==> src/rtl/tmr_pkg.sv <==
package tmr_pkg;
   localparam int CTRL_W   = 8;
   localparam int BIT_FLAG = 7;
   localparam int BIT_EN   = 6;
   localparam int BIT_STOP = 5;
   localparam int BIT_MODE = 4;
   localparam int BIT_CLR  = 3;

   typedef struct packed {
      logic       flag;
      logic       en;
      logic       stop;
      logic       mode;
      logic [2:0] sel;
   } tmr_ctrl_t;
endpackage

==> src/rtl/tmr_prescale.sv <==
module tmr_prescale #(
   parameter int SEL_W = 3
) (
   input  logic             clk,
   input  logic             rst_n,
   input  logic             run,
   input  logic             restart,
   input  logic [SEL_W-1:0] sel,
   output logic             tick
);
   localparam int PRE_W = (1 << SEL_W) - 1;

   initial begin
      if (SEL_W < 1 || SEL_W > 4) $error("tmr_prescale: SEL_W out of range");
   end

   logic [PRE_W-1:0] phase;
   logic [PRE_W:0]   onehot;
   logic [PRE_W-1:0] mask;

   always_comb begin
      onehot = {{PRE_W{1'b0}}, 1'b1} << sel;
      mask   = onehot[PRE_W-1:0] - {{(PRE_W-1){1'b0}}, 1'b1};
      tick   = run && ((phase & mask) == mask);
   end

   always_ff @(posedge clk or negedge rst_n) begin
      if (!rst_n)       phase <= '0;
      else if (restart) phase <= '0;
      else if (run)     phase <= phase + 1'b1;
   end

   // a stopped prescaler never issues a tick and keeps its phase
   a_r4_phase_hold: assert property (@(posedge clk) disable iff (!rst_n)
      (!run && !restart) |=> $stable(phase));
endmodule

==> src/rtl/tmr_count.sv <==
module tmr_count #(
   parameter int CNT_W     = 16,
   parameter bit CMP_CLEAR = 1'b1
) (
   input  logic             clk,
   input  logic             rst_n,
   input  logic             clear,
   input  logic             tick,
   input  logic             mode,
   input  logic             match,
   output logic [CNT_W-1:0] count,
   output logic             wrap
);
   initial begin
      if (CNT_W < 8 || CNT_W > 32) $error("tmr_count: CNT_W out of range");
   end

   logic reload;

   generate
      if (CMP_CLEAR) begin : g_cmp
         assign reload = tick && mode && match;
      end else begin : g_nocmp
         assign reload = 1'b0;
      end
   endgenerate

   assign wrap = tick && !clear && !reload && (count == {CNT_W{1'b1}});

   always_ff @(posedge clk or negedge rst_n) begin
      if (!rst_n)      count <= '0;
      else if (clear)  count <= '0;
      else if (reload) count <= '0;
      else if (tick)   count <= count + 1'b1;
   end

   // a clear request zeroes the count on the next edge
   a_r3_clear_zero: assert property (@(posedge clk) disable iff (!rst_n)
      clear |=> (count == '0));

   // no jump larger than one step, apart from returning to zero
   a_r10_single_step: assert property (@(posedge clk) disable iff (!rst_n)
      !clear |=> (count == $past(count) || count == $past(count) + 1'b1 || count == '0));

   // a honoured match returns the count to zero and is not a wrap
   a_r5_match_reload: assert property (@(posedge clk) disable iff (!rst_n)
      (CMP_CLEAR && tick && mode && match) |=> (count == '0));

   // no tick means the count holds unless cleared
   a_r4_count_hold: assert property (@(posedge clk) disable iff (!rst_n)
      (!tick && !clear) |=> $stable(count));
endmodule

==> src/rtl/tmr_ctrl.sv <==
module tmr_ctrl
   import tmr_pkg::*;
(
   input  logic              clk,
   input  logic              rst_n,
   input  logic              wr,
   input  logic [CTRL_W-1:0] wdata,
   input  logic              set_flag,
   output tmr_ctrl_t         ctrl,
   output logic              clr_req
);
   assign clr_req = wr && wdata[BIT_CLR];

   always_ff @(posedge clk or negedge rst_n) begin
      if (!rst_n) begin
         ctrl <= '0;
      end else begin
         if (wr) begin
            ctrl.en   <= wdata[BIT_EN];
            ctrl.stop <= wdata[BIT_STOP];
            ctrl.mode <= wdata[BIT_MODE];
            ctrl.sel  <= wdata[2:0];
         end
         if (set_flag)                    ctrl.flag <= 1'b1;
         else if (wr && !wdata[BIT_FLAG]) ctrl.flag <= 1'b0;
      end
   end

   // the set event wins over a clearing write
   a_r7_set_wins: assert property (@(posedge clk) disable iff (!rst_n)
      set_flag |=> ctrl.flag);

   // writing 0 clears the flag when nothing sets it
   a_r7_zero_clears: assert property (@(posedge clk) disable iff (!rst_n)
      (wr && !wdata[BIT_FLAG] && !set_flag) |=> !ctrl.flag);

   // writing 1 leaves the flag as it was
   a_r7_one_keeps: assert property (@(posedge clk) disable iff (!rst_n)
      (wr && wdata[BIT_FLAG] && !set_flag) |=> (ctrl.flag == $past(ctrl.flag)));
endmodule

==> src/rtl/tmr_freerun.sv <==
module tmr_freerun
   import tmr_pkg::*;
#(
   parameter int          ADDR_W    = 2,
   parameter int          CNT_W     = 16,
   parameter int          SEL_W     = 3,
   parameter logic [1:0]  CTRL_ADDR = 2'd0,
   parameter logic [1:0]  CNT_ADDR  = 2'd1,
   parameter bit          CMP_CLEAR = 1'b1
) (
   input  logic              clk,
   input  logic              rst_n,
   input  logic [ADDR_W-1:0] bus_addr,
   input  logic              bus_we,
   input  logic [CTRL_W-1:0] bus_wdata,
   output logic [CNT_W-1:0]  bus_rdata,
   input  logic              cmp_match,
   output logic              irq
);
   initial begin
      if (SEL_W != 3)            $error("tmr_freerun: control layout needs SEL_W == 3");
      if (CNT_W < CTRL_W)        $error("tmr_freerun: CNT_W narrower than control word");
      if (CTRL_ADDR == CNT_ADDR) $error("tmr_freerun: address clash");
   end

   tmr_ctrl_t        ctrl;
   logic             ctrl_wr;
   logic             clr_req;
   logic             tick;
   logic             wrap;
   logic [CNT_W-1:0] count;

   assign ctrl_wr = bus_we && (bus_addr == ADDR_W'(CTRL_ADDR));

   tmr_ctrl u_ctrl (
      .clk      (clk),
      .rst_n    (rst_n),
      .wr       (ctrl_wr),
      .wdata    (bus_wdata),
      .set_flag (wrap),
      .ctrl     (ctrl),
      .clr_req  (clr_req)
   );

   tmr_prescale #(.SEL_W(SEL_W)) u_pre (
      .clk     (clk),
      .rst_n   (rst_n),
      .run     (!ctrl.stop),
      .restart (clr_req),
      .sel     (ctrl.sel),
      .tick    (tick)
   );

   tmr_count #(.CNT_W(CNT_W), .CMP_CLEAR(CMP_CLEAR)) u_cnt (
      .clk   (clk),
      .rst_n (rst_n),
      .clear (clr_req),
      .tick  (tick),
      .mode  (ctrl.mode),
      .match (cmp_match),
      .count (count),
      .wrap  (wrap)
   );

   logic [CTRL_W-1:0] ctrl_view;
   assign ctrl_view = {ctrl.flag, ctrl.en, ctrl.stop, ctrl.mode, 1'b0, ctrl.sel};

   always_comb begin
      if (bus_addr == ADDR_W'(CTRL_ADDR))     bus_rdata = CNT_W'(ctrl_view);
      else if (bus_addr == ADDR_W'(CNT_ADDR)) bus_rdata = count;
      else                                    bus_rdata = '0;
   end

   assign irq = ctrl.flag && ctrl.en;

   // a wrap raises the flag on the following edge
   a_r6_wrap_flags: assert property (@(posedge clk) disable iff (!rst_n)
      wrap |=> ctrl.flag);

   // while stopped and not cleared the count holds
   a_r4_stop_hold: assert property (@(posedge clk) disable iff (!rst_n)
      (ctrl.stop && !clr_req) |=> $stable(count));

   // the clear bit reads back as 0
   a_r9_clear_reads_zero: assert property (@(posedge clk) disable iff (!rst_n)
      (bus_addr == ADDR_W'(CTRL_ADDR)) |-> (bus_rdata[BIT_CLR] == 1'b0));

   // the interrupt follows the flag only while enabled
   a_r8_irq_needs_flag: assert property (@(posedge clk) disable iff (!rst_n)
      $rose(irq) |-> (ctrl.en && (ctrl.flag || $past(wrap))));
endmodule

==> config.mk <==
export PLATFORM = sky130hd
export DESIGN_NAME = tmr_freerun
export DESIGN_NICKNAME = d
export VERILOG_FILES = /design/src/rtl/tmr_pkg.sv /design/src/rtl/tmr_prescale.sv /design/src/rtl/tmr_count.sv /design/src/rtl/tmr_ctrl.sv /design/src/rtl/tmr_freerun.sv
export SDC_FILE = /design/constraint.sdc
export NUM_CORES = 1
export LEC_CHECK = 0
export CORE_MARGIN = 5
export CORE_UTILIZATION = 35
export DETAILED_ROUTE_END_ITERATION = 6
export HOLD_SLACK_MARGIN = 0.03
export PLACE_DENSITY_LB_ADDON = 0.08
export SLEW_MARGIN = 20
export SYNTH_ARGS = -nofsm -noshare
export SYNTH_HDL_FRONTEND = slang
export SYNTH_SLANG_ARGS = --single-unit
==> constraint.sdc <==
create_clock -name clk -period 2.37 [get_ports clk]
set_clock_uncertainty 0.15 [all_clocks]
set_input_delay 0.237 -clock clk [delete_from_list [all_inputs] [get_ports clk]]
set_output_delay 0.237 -clock clk [all_outputs]
set_load 0.005 [all_outputs]
# Word level (Yosys, flattened, before mapping)
# Cells that the tools add are included.
totals:
  ff_bits: 30
  input_bits: 14
op_classes:
  n_addsub: 3
  eq_ne: 4
  n_shift: 1
  mux: 9
  n_bitwise: 1
  n_reduce_logical: 17
op_table:
  columns: ["cell", "count"]
  rows:
  - ["$mux 16", 5]
  - ["$add 16x1->16 const B", 1]
  - ["$eq 16x16->1 const B", 1]
  - ["$mux 7", 2]
  - ["$logic_and 1x1->1", 10]
  - ["$add 7x1->7 const B", 1]
  - ["$and 7x7->7", 1]
  - ["$eq 7x7->1", 1]
  - ["$shl 1x3->7 const A", 1]
  - ["$sub 7x1->7 const B", 1]
  - ["$logic_not 1->1", 4]
  - ["$reduce_bool 3->1", 1]
  - ["$eq 2x1->1 const B", 1]
  - ["$logic_not 2->1", 1]
  - ["$mux 1", 2]
  - ["$ne 2x1->1 const B", 1]
  - ["$reduce_bool 2->1", 1]

# Depth between registers and ports, before layout
# Gate-level depths: netlist of the first run.
logic_depth:
  ltp_word: 11
  ltp_mapped: 7

# By module
# A second synthesis of the first run with hierarchy kept.
unflattened:
  cells_unflattened: 189
  area_unflattened_um2: 1796.7
by_module_without_submodules:
  columns: ["mod", "instances", "cells_each", "area_per_inst_um2"]
  rows:
  - ["tmr_count", 1, 103, 927.1]
  - ["tmr_prescale", 1, 40, 372.9]
  - ["tmr_ctrl", 1, 17, 296.5]
  - ["tmr_freerun", 1, 29, 200.2]

# Least setup slack after synthesis of the first run
# OpenSTA, ideal clock, no wires.
synth_timing:
  path_type: "reg-to-reg"
  startpoint: "register, netlist name u_ctrl.ctrl[2]"
  endpoint: "register u_cnt.count[6]"
  setup_ns: 0.077
  arrival_time_ns: 1.690
  t_required_ns: 2.143
  slack_ns: 0.452
  path_stages_with_launch: 6
  n_path_buf: 0
  period_less_slack_ns: 1.918
  cell_sequence: "dfrtp_1 > a2bb2oi_1 > a2111oi_4 > nand3_2 > or4_1 > a21oi_1"
synth_between:
  elab_chain_cells: 9
synth_lines:
  columns: ["item", "line_no", "text"]
  rows:
  - ["$shl 1x3->7 *", "tmr_prescale.sv:22", "onehot = {{PRE_W{1'b0}}, 1'b1} << sel;"]
  - ["$sub 7x1->7 *", "tmr_prescale.sv:23", "mask = onehot[PRE_W-1:0] - {{(PRE_W-1){1'b0}}, 1'b1};"]
  - ["$and 7x7->7", "tmr_prescale.sv:24", "tick = run && ((phase & mask) == mask);"]
  - ["$eq 7x7->1 *", "tmr_prescale.sv:24", null]
  - ["$logic_and 1x1->1 *", "tmr_prescale.sv:24", null]
  - ["$logic_and 1x1->1 (2 in series)", "tmr_count.sv:22", "assign reload = tick && mode && match;"]
  - ["$mux 16", "tmr_count.sv:33", "else if (reload) count <= '0;"]
  - ["$mux 16", "tmr_count.sv:32", "else if (clear) count <= '0;"]
  - ["end signal, assigned", "tmr_count.sv:34", "else if (tick) count <= count + 1'b1;"]
  - ["end, declared", "tmr_count.sv:11", "output logic [CNT_W-1:0] count,"]
# Mark *: on every way between the ends. The rest lies on a longest branch, timed or not.
# A chain may end at the register's enable or synchronous reset.

# Worst setup path after layout of the first run
layout_timing:
  startpoint: "input bus_addr[1]"
  endpoint: "output bus_rdata[9]"
layout_between:
  elab_chain_cells: 3
layout_lines:
  columns: ["item", "line_no", "text"]
  rows:
  - ["start, declared", "tmr_freerun.sv:13", "input logic [ADDR_W-1:0] bus_addr,"]
  - ["$eq 2x1->1", "tmr_freerun.sv:70", "else if (bus_addr == ADDR_W'(CNT_ADDR)) bus_rdata = count;"]
  - ["$mux 16", "tmr_freerun.sv:70", null]
  - ["$mux 16 *", "tmr_freerun.sv:69", "if (bus_addr == ADDR_W'(CTRL_ADDR)) bus_rdata = CNT_W'(ctrl_view);"]
  - ["end, declared", "tmr_freerun.sv:16", "output logic [CNT_W-1:0] bus_rdata,"]
# Marks and branches as above.

==> flow_summary.toml, run 1 <==
[outcome]
status = "completed"

[timing]
hold_viol = 0
relSlewSlack = 0.7125
max_freq_mhz = 456.1
tightest_slew_ps = 431.2
slew_violations = 0
finalCritPeriodShare = 0.9250
finalCriticalPeriod_ps = 2192
finalSetupViolCount = 0
rsz0062_at_grt = "false"
setup_slack_ps = 177.7

[synthesis]
synth_fa_ha_area_frac = 0.01371
synth.distinct_cells = 40
syn-num-nets = 218
synth_top_family_by_area = "simple AND/OR/NAND/NOR gates"
yosysTopAreaCell = "dfrtp_1"
async_flop_share = 1.000
ys.flop_type = "dfrtp_1"
synth-xor-area-share = 0.02879
synth_area_leaders = "dfrtp_1, nor2_1, mux2i_1"
synthCells = 202
yosysSeqAreaShare = 0.4112
synth_area_mm2 = 0.001826
synth_seq_cells = 30
synth-simple-area-share = 0.2625
ys_warn_count = 0
synth_compound_area_frac = 0.1659
syn_area_per_cell_um2 = 9.037
synth_mux_area_frac = 0.08088
synth_edf_count = 0
synth_top_cell_area_share = 0.4112

[cts]
postCtsSetupBuffers = 0
clock_sinks = 30
clock_path_buffers = 2
cts-buffers-inserted = 5
cts_tree = "built"
h-tree-depth = 2
clock_latency_ps = 280
path_clk_slew_ps = 60
ctsRootBufferMaster = "clkbuf_8"

[worst_setup_path]
end_kind = "output port"
required_ps = 1980
path_cells = "clkdlybuf4s50_1 -> nor2b_1 -> buf_4 -> and2_1 -> clkdlybuf4s50_1"
path_class = "in -> out"
crit_fanout = 9
path_common_cell = "clkdlybuf4s50_1"
start_kind = "primary input"
slowest_stage = "clkdlybuf4s50_1"
worst_ep_arrival_time_ps = 1810
critPathMaxStageDelay_ps = 590

[global_route]
antenna_found_initial = 0
grt_max_degree = 31
grt_pass1_wl_mm = 7.769
grt_usage = 0.1516
first_global_vias = 1583
gr-total-overflow = 0

[cells_and_area]
mostFrequentLayoutCells = "clkdlybuf4s50_1, dfrtp_1, nor2_1"
nets = 255
antennaDiodeCount = 0
area_growth_pct = 27.90
multi_input_area_mm2 = 0.001015
fillers = 523
seq_area_um2 = 750.7
drive_gt1_frac = 0.1176

[place]
io_buffers = 30
place_hpwl_mm = 3.359
gp_congestion = 0.8040
dpl_worst_slack_ps = -5.392

[hold_path]
hp-class = "in -> async"

[detailed_routing]
viasPerCell = 5.234
drtAntennaViolNets = 0
vias = 1612
drt_wl_total_mm = 4.547
drc = 0
wl_per_cell_um = 14.76
firstDrtPassIters = 4
drtIter0Drc = 97

[die]
dieWidth_um = 82.22
initial_core_util = 0.3597
core-area_mm2 = 0.005075
dieArea_mm2 = 0.006760
ios = 31
core.rowCount = 26
die_h_um = 82.22

[pwr]
power.density_mw_per_mm2 = 658.7
finalPower_mw = 1.538
power_leakage_nw = 0.9269
vdd_drop_max_uv = 453.1

[flow_run]
drv_cap = 0
-- area by class of cell --
cell class,count,share of cell area
Multi-Input combinational cell,159,0.4346
Tap cell,70,0.03751
Sequential cell,30,0.3215
Clock buffer,6,0.03537
Timing Repair Buffer,40,0.1661
Inverter,3,0.004823
-- logic make-up after synthesis --
kind of cell / after synthesis
buf+inv: 13
mux: 14
compound gates: 46
fa+ha+maj: 2
simple gates: 91
xor+xnor: 6
flops: 30
-- registers in the layout, indices dropped and copies added, names as in the netlist --
name / count
u_pre.phase: 7
u_cnt.count: 16
u_ctrl.ctrl: 7
-- power by group --
group          total (mW)  switching (mW)  internal (mW)
clock               0.401           0.178          0.223
sequential          0.720           0.118          0.602
combinational       0.417           0.208          0.209
-- worst max-delay path: cells and delay by family --
family / cells / cell delay (ps)
buffers and inverters: 3 / 1260
and+or+nand+nor: 2 / 310
-- stage by stage --
stage                     instances  setup TNS [ps]    util  area, µm²  hold WS, ps
after floorplan                 202               0       -       1826       -208.6
after global routing            308               0  0.4601       2335        244.4
after global placement          302               0  0.4423       2245        347.1
after detailed placement        302          -5.392  0.4423       2245        368.0
final                           308               0  0.4601       2335        205.5
after CTS                       308               0  0.4586       2327        220.7
-- timing repair --
action | 4_1_cts | 5_1_grt
hold buffers | 0 | 0
gates resized for setup | 0 | 1
endpoints found under the setup margin | 0 | 1
endpoints found under the hold margin | 0 | 0
-- cells in the mapped netlist (all sizes together), types with 2 or more instances --
cell,instances
a21o,2
a21oi,15
a31oi,2
and2,14
and3,3
buf,5
clkbuf,5
dfrtp,30
ha,2
inv,3
mux2,6
mux2i,8
nand2,16
nand3,11
nand4,4
nor2,24
nor2b,3
o211ai,4
o21ai,13
o31ai,2
o41ai,3
or3,6
or4,5
xor2,5
-- metal layers --
metal,part of all wire,vias up,track usage
met5,0,-,0
met4,0.0048,0,0.04817
met3,0.045,2,0.04121
met2,0.50,35,0.2556
met1,0.45,779,0.1870
li1,-,796,-
-- path summary, 6_finish.rpt --
path	startpoint	to	slack (ps)	cells past startpoint
min	rst_n	u_cnt.count[12]	210	2
min in group clk	u_cnt.count[8]	u_cnt.count[8]	370	1
max in group asynchronous	rst_n	u_ctrl.ctrl[5]	1580	2
min reg2reg	u_cnt.count[8]	u_cnt.count[8]	370	1
max	bus_addr[1]	bus_rdata[9]	180	5
max reg2reg	u_ctrl.ctrl[1]	u_cnt.count[6]	200	5
No activity file was read; power rests on OpenSTA's default activity.
==> run 2, diff against run 1 <==
TNS_END_PERCENT = 20   (was default)
==> results of run 2 <==
Final layout, timing and power as in run 1 (identical DEF).
